`src/rtl/stuff_pkg.sv`:
```
package stuff_pkg;
   typedef enum logic [1:0] {
      MODE_NOM  = 2'd0,
      MODE_FAST = 2'd1,
      MODE_SLOW = 2'd2
   } stuff_mode_e;
endpackage

```
`src/rtl/stuff_decide.sv`:
```
module stuff_decide
   import stuff_pkg::*;
#(
   parameter int FILL_W = 8,
   parameter int HI_TH  = 4,
   parameter int LO_TH  = -4,
   parameter int HYST   = 2
) (
   input  logic                     clk,
   input  logic                     rst_n,
   input  logic                     spe_start,
   input  logic signed [FILL_W-1:0] fill_level,
   output stuff_mode_e              mode_q,
   output logic                     neg_evt,
   output logic                     pos_evt
);
   localparam int FAST_KEEP = HI_TH - HYST;
   localparam int SLOW_KEEP = LO_TH + HYST;

   stuff_mode_e mode_d;
   logic        above_hi, below_lo, keep_fast, keep_slow;

   always_comb begin
      above_hi  = (int'(fill_level) > HI_TH);
      below_lo  = (int'(fill_level) < LO_TH);
      keep_fast = (int'(fill_level) > FAST_KEEP);
      keep_slow = (int'(fill_level) < SLOW_KEEP);
      mode_d    = MODE_NOM;
      unique case (mode_q)
         MODE_FAST: mode_d = keep_fast ? MODE_FAST : (below_lo ? MODE_SLOW : MODE_NOM);
         MODE_SLOW: mode_d = keep_slow ? MODE_SLOW : (above_hi ? MODE_FAST : MODE_NOM);
         default:   mode_d = above_hi ? MODE_FAST : (below_lo ? MODE_SLOW : MODE_NOM);
      endcase
   end

   assign neg_evt = spe_start && (mode_d == MODE_FAST);
   assign pos_evt = spe_start && (mode_d == MODE_SLOW);

   always_ff @(posedge clk or negedge rst_n) begin
      if (!rst_n)         mode_q <= MODE_NOM;
      else if (spe_start) mode_q <= mode_d;
   end

   // the setting only moves on a strobe
   p_hold_r6: assert property (@(posedge clk) disable iff (!rst_n)
      !spe_start |=> $stable(mode_q));
   // threshold crossings override any previous setting
   p_enter_fast_r2: assert property (@(posedge clk) disable iff (!rst_n)
      (spe_start && int'(fill_level) > HI_TH) |=> (mode_q == MODE_FAST));
   p_enter_slow_r3: assert property (@(posedge clk) disable iff (!rst_n)
      (spe_start && int'(fill_level) < LO_TH) |=> (mode_q == MODE_SLOW));
endmodule

```
`src/rtl/stuff_sat_cnt.sv`:
```
module stuff_sat_cnt #(
   parameter int CNT_W = 8
) (
   input  logic             clk,
   input  logic             rst_n,
   input  logic             clr,
   input  logic             inc,
   output logic [CNT_W-1:0] cnt
);
   localparam logic [CNT_W-1:0] CNT_MAX = '1;

   always_ff @(posedge clk or negedge rst_n) begin
      if (!rst_n)                      cnt <= '0;
      else if (clr)                    cnt <= '0;
      else if (inc && cnt != CNT_MAX)  cnt <= cnt + 1'b1;
   end

   // a full counter stays full until cleared
   p_no_wrap_r8: assert property (@(posedge clk) disable iff (!rst_n)
      (cnt == CNT_MAX && !clr) |=> (cnt == CNT_MAX));
   // clear wins over a coincident increment
   p_clear_r9: assert property (@(posedge clk) disable iff (!rst_n)
      clr |=> (cnt == '0));
endmodule

```
`src/rtl/stuff_opp_map.sv`:
```
module stuff_opp_map
   import stuff_pkg::*;
#(
   parameter int NUM_OPPS      = 9,
   parameter int NOM_DATA_OPPS = 3,
   parameter int NOM_DATA_BITS = 5592,
   parameter int OPP_W         = 4,
   parameter int BITS_W        = 13
) (
   input  stuff_mode_e       mode,
   input  logic [OPP_W-1:0]  opp_idx,
   output logic [OPP_W-1:0]  data_opps,
   output logic [BITS_W-1:0] data_bits,
   output logic              opp_is_data
);
   localparam logic [OPP_W-1:0]  OPPS_NOM  = OPP_W'(NOM_DATA_OPPS);
   localparam logic [OPP_W-1:0]  OPPS_LAST = OPP_W'(NUM_OPPS);
   localparam logic [BITS_W-1:0] BITS_BASE = BITS_W'(NOM_DATA_BITS - NOM_DATA_OPPS);

   always_comb begin
      unique case (mode)
         MODE_FAST: data_opps = OPPS_NOM + 1'b1;
         MODE_SLOW: data_opps = OPPS_NOM - 1'b1;
         default:   data_opps = OPPS_NOM;
      endcase
   end

   assign data_bits   = BITS_BASE + BITS_W'(data_opps);
   assign opp_is_data = (opp_idx < OPPS_LAST) && (opp_idx < data_opps);
endmodule

```
`src/rtl/ds3_spe_stuff_ctrl.sv`:
```
module ds3_spe_stuff_ctrl
   import stuff_pkg::*;
#(
   parameter int FILL_W        = 8,
   parameter int HI_TH         = 4,
   parameter int LO_TH         = -4,
   parameter int HYST          = 2,
   parameter int NUM_OPPS      = 9,
   parameter int NOM_DATA_OPPS = 3,
   parameter int NOM_DATA_BITS = 5592,
   parameter int CNT_W         = 8,
   parameter int OPP_W         = $clog2(NUM_OPPS + 1),
   parameter int BITS_W        = $clog2(NOM_DATA_BITS + 2)
) (
   input  logic                     clk,
   input  logic                     rst_n,
   input  logic                     spe_start,
   input  logic signed [FILL_W-1:0] fill_level,
   input  logic [OPP_W-1:0]         opp_idx,
   input  logic                     cnt_clr,
   output logic [OPP_W-1:0]         data_opps,
   output logic [BITS_W-1:0]        data_bits,
   output logic                     opp_is_data,
   output logic [CNT_W-1:0]         neg_stuff_cnt,
   output logic [CNT_W-1:0]         pos_stuff_cnt
);
   localparam int NUM_CNT = 2;

   if (HI_TH - LO_TH <= 2 * HYST) begin : g_bad_hyst
      $error("hysteresis bands overlap");
   end
   if (NOM_DATA_OPPS < 1 || NOM_DATA_OPPS > NUM_OPPS - 1) begin : g_bad_opps
      $error("nominal data opportunities leave no room to stuff");
   end
   if (HYST < 0 || CNT_W < 1) begin : g_bad_misc
      $error("illegal HYST or CNT_W");
   end

   stuff_mode_e              mode_q;
   logic [NUM_CNT-1:0]       evt;
   logic [CNT_W-1:0]         cnt_arr [NUM_CNT];

   stuff_decide #(
      .FILL_W(FILL_W), .HI_TH(HI_TH), .LO_TH(LO_TH), .HYST(HYST)
   ) u_decide (
      .clk(clk), .rst_n(rst_n), .spe_start(spe_start), .fill_level(fill_level),
      .mode_q(mode_q), .neg_evt(evt[0]), .pos_evt(evt[1])
   );

   for (genvar i = 0; i < NUM_CNT; i++) begin : g_cnt
      stuff_sat_cnt #(.CNT_W(CNT_W)) u_cnt (
         .clk(clk), .rst_n(rst_n), .clr(cnt_clr), .inc(evt[i]), .cnt(cnt_arr[i])
      );
   end

   assign neg_stuff_cnt = cnt_arr[0];
   assign pos_stuff_cnt = cnt_arr[1];

   stuff_opp_map #(
      .NUM_OPPS(NUM_OPPS), .NOM_DATA_OPPS(NOM_DATA_OPPS), .NOM_DATA_BITS(NOM_DATA_BITS),
      .OPP_W(OPP_W), .BITS_W(BITS_W)
   ) u_map (
      .mode(mode_q), .opp_idx(opp_idx), .data_opps(data_opps),
      .data_bits(data_bits), .opp_is_data(opp_is_data)
   );

   // a negative-stuff count advances only after a strobe
   p_neg_needs_strobe_r8: assert property (@(posedge clk) disable iff (!rst_n)
      (!spe_start && !cnt_clr) |=> $stable(neg_stuff_cnt) && $stable(pos_stuff_cnt));
   // never more data opportunities selected than the SPE has
   p_sel_range_r7: assert property (@(posedge clk) disable iff (!rst_n)
      opp_is_data |-> (opp_idx < OPP_W'(NUM_OPPS)));
endmodule

```
`config.mk`:
```
export PLATFORM = sky130hd
export DESIGN_NAME = ds3_spe_stuff_ctrl
export DESIGN_NICKNAME = d
export VERILOG_FILES = /design/src/rtl/stuff_pkg.sv /design/src/rtl/stuff_decide.sv /design/src/rtl/stuff_sat_cnt.sv /design/src/rtl/stuff_opp_map.sv /design/src/rtl/ds3_spe_stuff_ctrl.sv
export SDC_FILE = /design/constraint.sdc
export NUM_CORES = 1
export LEC_CHECK = 0
export ABC_CLOCK_PERIOD_IN_PS = 5900
export BUFFER_PORTS_ARGS = -buffer_cell sky130_fd_sc_hd__buf_2
export CAP_MARGIN = 0
export CORE_MARGIN = 8
export CORE_UTILIZATION = 45
export CTS_CLUSTER_SIZE = 25
export DETAILED_ROUTE_END_ITERATION = 7
export HOLD_SLACK_MARGIN = 0.15
export MAX_ROUTING_LAYER = met4
export PLACE_DENSITY = 0.74
export SYNTH_ARGS = -nofsm -noshare
export SYNTH_HDL_FRONTEND = slang
export SYNTH_HIERARCHICAL = 1
export SYNTH_SLANG_ARGS = --single-unit
```
`constraint.sdc`:
```
create_clock -name clk -period 5.9 [get_ports clk]
set_input_delay 1.18 -clock clk [delete_from_list [all_inputs] [get_ports clk]]
set_output_delay 1.18 -clock clk [all_outputs]
set_load 0.03 [all_outputs]
```
# ---- After elaboration in Yosys (flattened, before gate mapping)
# Cells that the tools add are included.
dict set report word_totals {
  inputBits 16
  ff_bits 18
}
dict set report op_classes {
  n_lt_le_gt_ge 6
  muxes 11
  eq_ne 6
  add_sub_neg 3
  n_reduce_logical 7
}
# operator count
set op_table {}
lappend op_table {{$mux 8} 4}
lappend op_table {{$add 8x1->8 const B} 2}
lappend op_table {{$ne 8x8->1 const B} 2}
lappend op_table {{$add 13x3->13 const A} 1}
lappend op_table {{$gt 8x3->1 const B} 1}
lappend op_table {{$gt 8x4->1 const B} 1}
lappend op_table {{$lt 8x2->1 const B} 1}
lappend op_table {{$lt 8x3->1 const B} 1}
lappend op_table {{$mux 2} 4}
lappend op_table {{$pmux 3 s2} 1}
lappend op_table {{$logic_and 1x1->1} 5}
lappend op_table {{$eq 2x1->1 const B} 2}
lappend op_table {{$eq 2x2->1 const B} 2}
lappend op_table {{$lt 4x3->1} 1}
lappend op_table {{$lt 4x4->1 const B} 1}
lappend op_table {{$pmux 2 s2} 1}
lappend op_table {{$reduce_bool 2->1} 2}
lappend op_table {{$mux 1} 1}

# ---- Depth between registers and ports, before layout
dict set report logic_depth {
  depth_word 9
  mapped_depth 9
  depth_no_buf 8
}

# ---- By module
# Netlist, hierarchy kept.
# module cells_per_inst instances area_each_um2
set modules_own_cells {}
lappend modules_own_cells {stuff_sat_cnt 49 2 464.2}
lappend modules_own_cells {stuff_opp_map 26 1 192.7}
lappend modules_own_cells {stuff_decide 21 1 183.9}

# ---- Worst setup path before layout
# OpenSTA, ideal clock, no wires.
dict set report synth_path {
  path_type {input-to-output}
  startpoint {input port opp_idx[2]}
  endpoint {output port opp_is_data}
  path_stages 3
  setup_slack_ps 2446
  t_required_ps 4720
  t_arrival_ps 2274
  cell_sequence {ha_1 a211o_1 a31oi_1}
}
dict set report synth_via {
  elab_chain_cells 2
  elab_cells_between_ends 3
  cone_classes {order compare: 2; reduce/logical: 1}
}
# element line
set synth_rtl {}
lappend synth_rtl {{start: declaration} ds3_spe_stuff_ctrl.sv:19} ;# input logic [OPP_W-1:0] opp_idx,
lappend synth_rtl {{$lt 4x4->1 / $lt 4x3->1 (equally long branches)} stuff_opp_map.sv:29} ;# assign opp_is_data = (opp_idx < OPPS_LAST) && (opp_idx < data_opps);
lappend synth_rtl {{$logic_and 1x1->1 (*)} stuff_opp_map.sv:29}
lappend synth_rtl {{end: declaration} ds3_spe_stuff_ctrl.sv:23} ;# output logic opp_is_data,
# Mark *: on every way between the ends. The rest lies on a longest branch, timed or not.

# ---- Final worst setup path
# Ends and elaborated chain as after synthesis.

==> results.yml <==
clock_tree:
  cts_hold_buf: 0
  cts_made_buffers: 3
  cts_sinks: 18
  cts_resized: 0
  clkTransAtPathRegs_ns: 0.10
  post_cts_buffers: 0
  htreeDepth: 1
  clk_path_buf_depth: 2
  clk_latency_ns: 0.29
  cts_tree: "built"
  clock-root-buffer: "clkbuf_4"
critical_path:
  path_cells: "buf_2, ha_1, a211o_1, a31oi_1, buf_2"
  rr_startpoint: "u_decide/mode_q[0]"
  cpLargestDelayFamily: "compound AO/OA/AOI/OAI gates"
  path_class: "in -> out"
  start_kind: "primary input"
  critPathMaxStageDelay_ns: 0.30
  required_ns: 4.72
  path_buf_inv: 2
  cp_data_arrival_time_ns: 2.23
  critPathSlowestCell: "ha_1"
  r2r-end: "g_cnt[0].u_cnt/cnt[7]"
  path_depth: 5
  r2r_slack_ns: 2.92
  crit_start: "opp_idx[2]"
  cpMostUsedCell: "buf_2"
  rr_worst_depth: 8
  cp-endpoint: "opp_is_data"
  cp_max_fo: 2
  cp-end-kind: "output port"
floorplanning:
  die_area_mm2: 0.00488
  core_area_mm2: 0.00276
  io_pins: 50
  die_h_um: 69.9
  die_x_um: 69.9
  start_util: 0.473
  rows: 19
global_route:
  grt_pass1_wl_um: 5430
  antenna_found_initial: 0
  grt_use_total: 0.132
  grt-ovfl-total: 0
  grt_pass1_vias: 1281
  grt_max_degree: 23
detailed_routing:
  wl_per_cell_um: 14.9
  first_pass_iters: 4
  drtIter0Drc: 70
  ant_nets: 0
  routed_wl_um: 3140
  drc_errors: 0
  avgViaCountPerCell: 5.64
  via_count: 1190
timing:
  hold_viol_final: 0
  period_share: 0.577
  worst_pin_slew_ns: 0.906
  final.setup.tns_ns: 0
  clock.fmax_mhz: 294
  rsz0062_at_grt: "false"
  slew-limit-headroom: 0.391
  finClkSkew_ns: 0.000856
  final_max_slew_viol_count: 0
  layout_setup_ws_ns: 2.49
  period_minus_slack_ns: 3.41
  finalSetupViolations: 0
yosys:
  ys_seq_elements: 18
  yosysUniqueCellTypes: 35
  yosys.area.top_type_share: 0.345
  synth_area_mm2: 0.00131
  yosys_warnings: 6
  synth_edf_count: 0
  async_reset_ff_frac: 1.00
  synth_area_leaders: "dfrtp_1, ha_1, buf_4, nor3_1, nand2b_1"
  yosys.area.top_type: "dfrtp_1"
  syn_avg_cell_area_um2: 9.00
  synth_seq_area_share: 0.345
  synthFlopType: "dfrtp_1"
  syn_inst: 145
placement:
  portBuffers: 39
  place_ws_ns: 2.49
  routabilityCongestion: 0.792
  dp_hpwl_um: 2430
power:
  clockPowerShare: 0.184
  combPwrFrac: 0.398
  leakage_nw: 0.733
  p_int_mw: 0.193
  p_switching_mw: 0.136
  powerDensity_mw_per_mm2: 221
  p_seq_frac: 0.418
  peakVddDrop_mv: 0.172
  switching_share: 0.412
run:
  cap_violations: 0
final_layout:
  drive_gt1_frac: 0.283
  fill_cells: 255
  n_antenna_cell: 0
  layout.nets: 207
  syn2layout_area_growth_pct: 14.3
run_status:
  outcome: "finished, final reports clean"
worst_hold_path:
  hp-class: "reg -> reg"
==> cells by family (layout without fill, tap and decap cells) <==
family / count (synthesis) / in the layout / synth area share
AND/OR/NAND/NOR: 57 / 57 / 0.260
buffers and inverters: 27 / 54 / 0.111
AO/OA/AOI/OAI: 26 / 26 / 0.142
flip-flops: 18 / 18 / 0.345
adder cells (fa/ha/maj): 9 / 9 / 0.0863
multiplexers: 6 / 6 / 0.0499
other: 2 / 10 / 0.00575
==> worst min path at each step <==
stage                     slack (ns)  cells after the start                  start                    end
after global routing            0.62                      2  g_cnt[1].u_cnt/cnt[7]  g_cnt[1].u_cnt/cnt[7]
after global placement          0.56                      2  g_cnt[0].u_cnt/cnt[7]  g_cnt[0].u_cnt/cnt[7]
after floorplan                 0.58                      2     u_decide/mode_q[0]     u_decide/mode_q[0]
final                           0.61                      2  g_cnt[0].u_cnt/cnt[7]  g_cnt[0].u_cnt/cnt[7]
after CTS                       0.60                      2  g_cnt[0].u_cnt/cnt[7]  g_cnt[0].u_cnt/cnt[7]
after detailed placement        0.59                      2  g_cnt[0].u_cnt/cnt[7]  g_cnt[0].u_cnt/cnt[7]
==> cells in the final DEF (no fill, tap or decap) <==
master and count:
mux2_2 4, nand2b_1 8, inv_1 12, a2111oi_0 2
nor2_1 4, nor2b_1 6, buf_2 39, dfrtp_1 18
a21boi_1 2, and3_1 2, a31oi_1 3, a211o_1 1
nor3b_1 3, nand3_2 2, a21oi_1 7, conb_1 10
nor3_1 11, nor4_1 3, nand2_1 5, o32ai_2 1
nand3_1 4, mux2i_1 2, o311a_1 1, o21ai_0 3
o32ai_1 1, or3_1 2, and4_1 2, a211oi_1 2
a41oi_1 2, and4_2 2, nand4_1 3, o31ai_1 1
clkbuf_4 3, ha_1 9
==> cell type report <==
type	instances	area, um2	share of cell area
clock buffers	3	22.5	0.0151
multi-input cells	108	739	0.496
well taps	31	38.8	0.0260
repair buffers	39	195	0.131
inverters	12	45.0	0.0302
flip-flops and latches	18	450	0.302
==> sequential cells by signal, summed over array words and instances (netlist names) <==
name,count
g_cnt.u_cnt/cnt,16
u_decide/mode_q,2
==> tightest hold or removal path: stages (launching register included) <==
cell      delay, ns
dfrtp_1        0.44
inv_1          0.07
a211oi_1       0.06
==> synthesized netlist by cell type (3+ instances only) <==
cell type	number
nand2_1	5
a31oi_1	3
a21oi_1	7
ha_1	9
dfrtp_1	18
nor4_1	3
inv_1	12
nor2_1	4
mux2_2	4
nand4_1	3
nand3_1	4
nor3_1	11
nand2b_1	8
buf_4	11
nor3b_1	3
nor2b_1	6
o21ai_0	3
==> through the flow <==
| step | instances | hold slack, ns | total power [mW] | utilization | instance area (um2) |
|---|---|---|---|---|---|
| after detailed placement | 208 | 0.586 | 0.272 | 0.533 | 1470 |
| final | 211 | 0.606 | 0.329 | 0.541 | 1490 |
| after global placement | 208 | 0.558 | 0.266 | 0.533 | 1470 |
| after global routing | 211 | 0.621 | 0.351 | 0.541 | 1490 |
| after CTS | 211 | 0.601 | 0.335 | 0.541 | 1490 |
| after floorplan | 153 | 0.583 | 0.243 | - | 1340 |
==> routing by layer <==
metal / vias to the layer above / global-route usage / wire length (um)
met5: - / - / 0
met4: 0 / 0.0313 / 12
met3: 2 / 0.0480 / 197
met2: 40 / 0.241 / 1640
met1: 572 / 0.129 / 1280
li1: 576 / - / -
==> power groups by stage <==
stage          Combinational (mW)  Clock [mW]  Sequential (mW)
5_1_grt                     0.142      0.0697            0.140
3_3_place_gp                0.126           0            0.140
2_1_floorplan              0.0992           0            0.144
3_5_place_dp                0.132           0            0.140
4_1_cts                     0.132      0.0650            0.138
6_report                    0.131      0.0605            0.138
No activity file was read; power rests on OpenSTA's default activity.
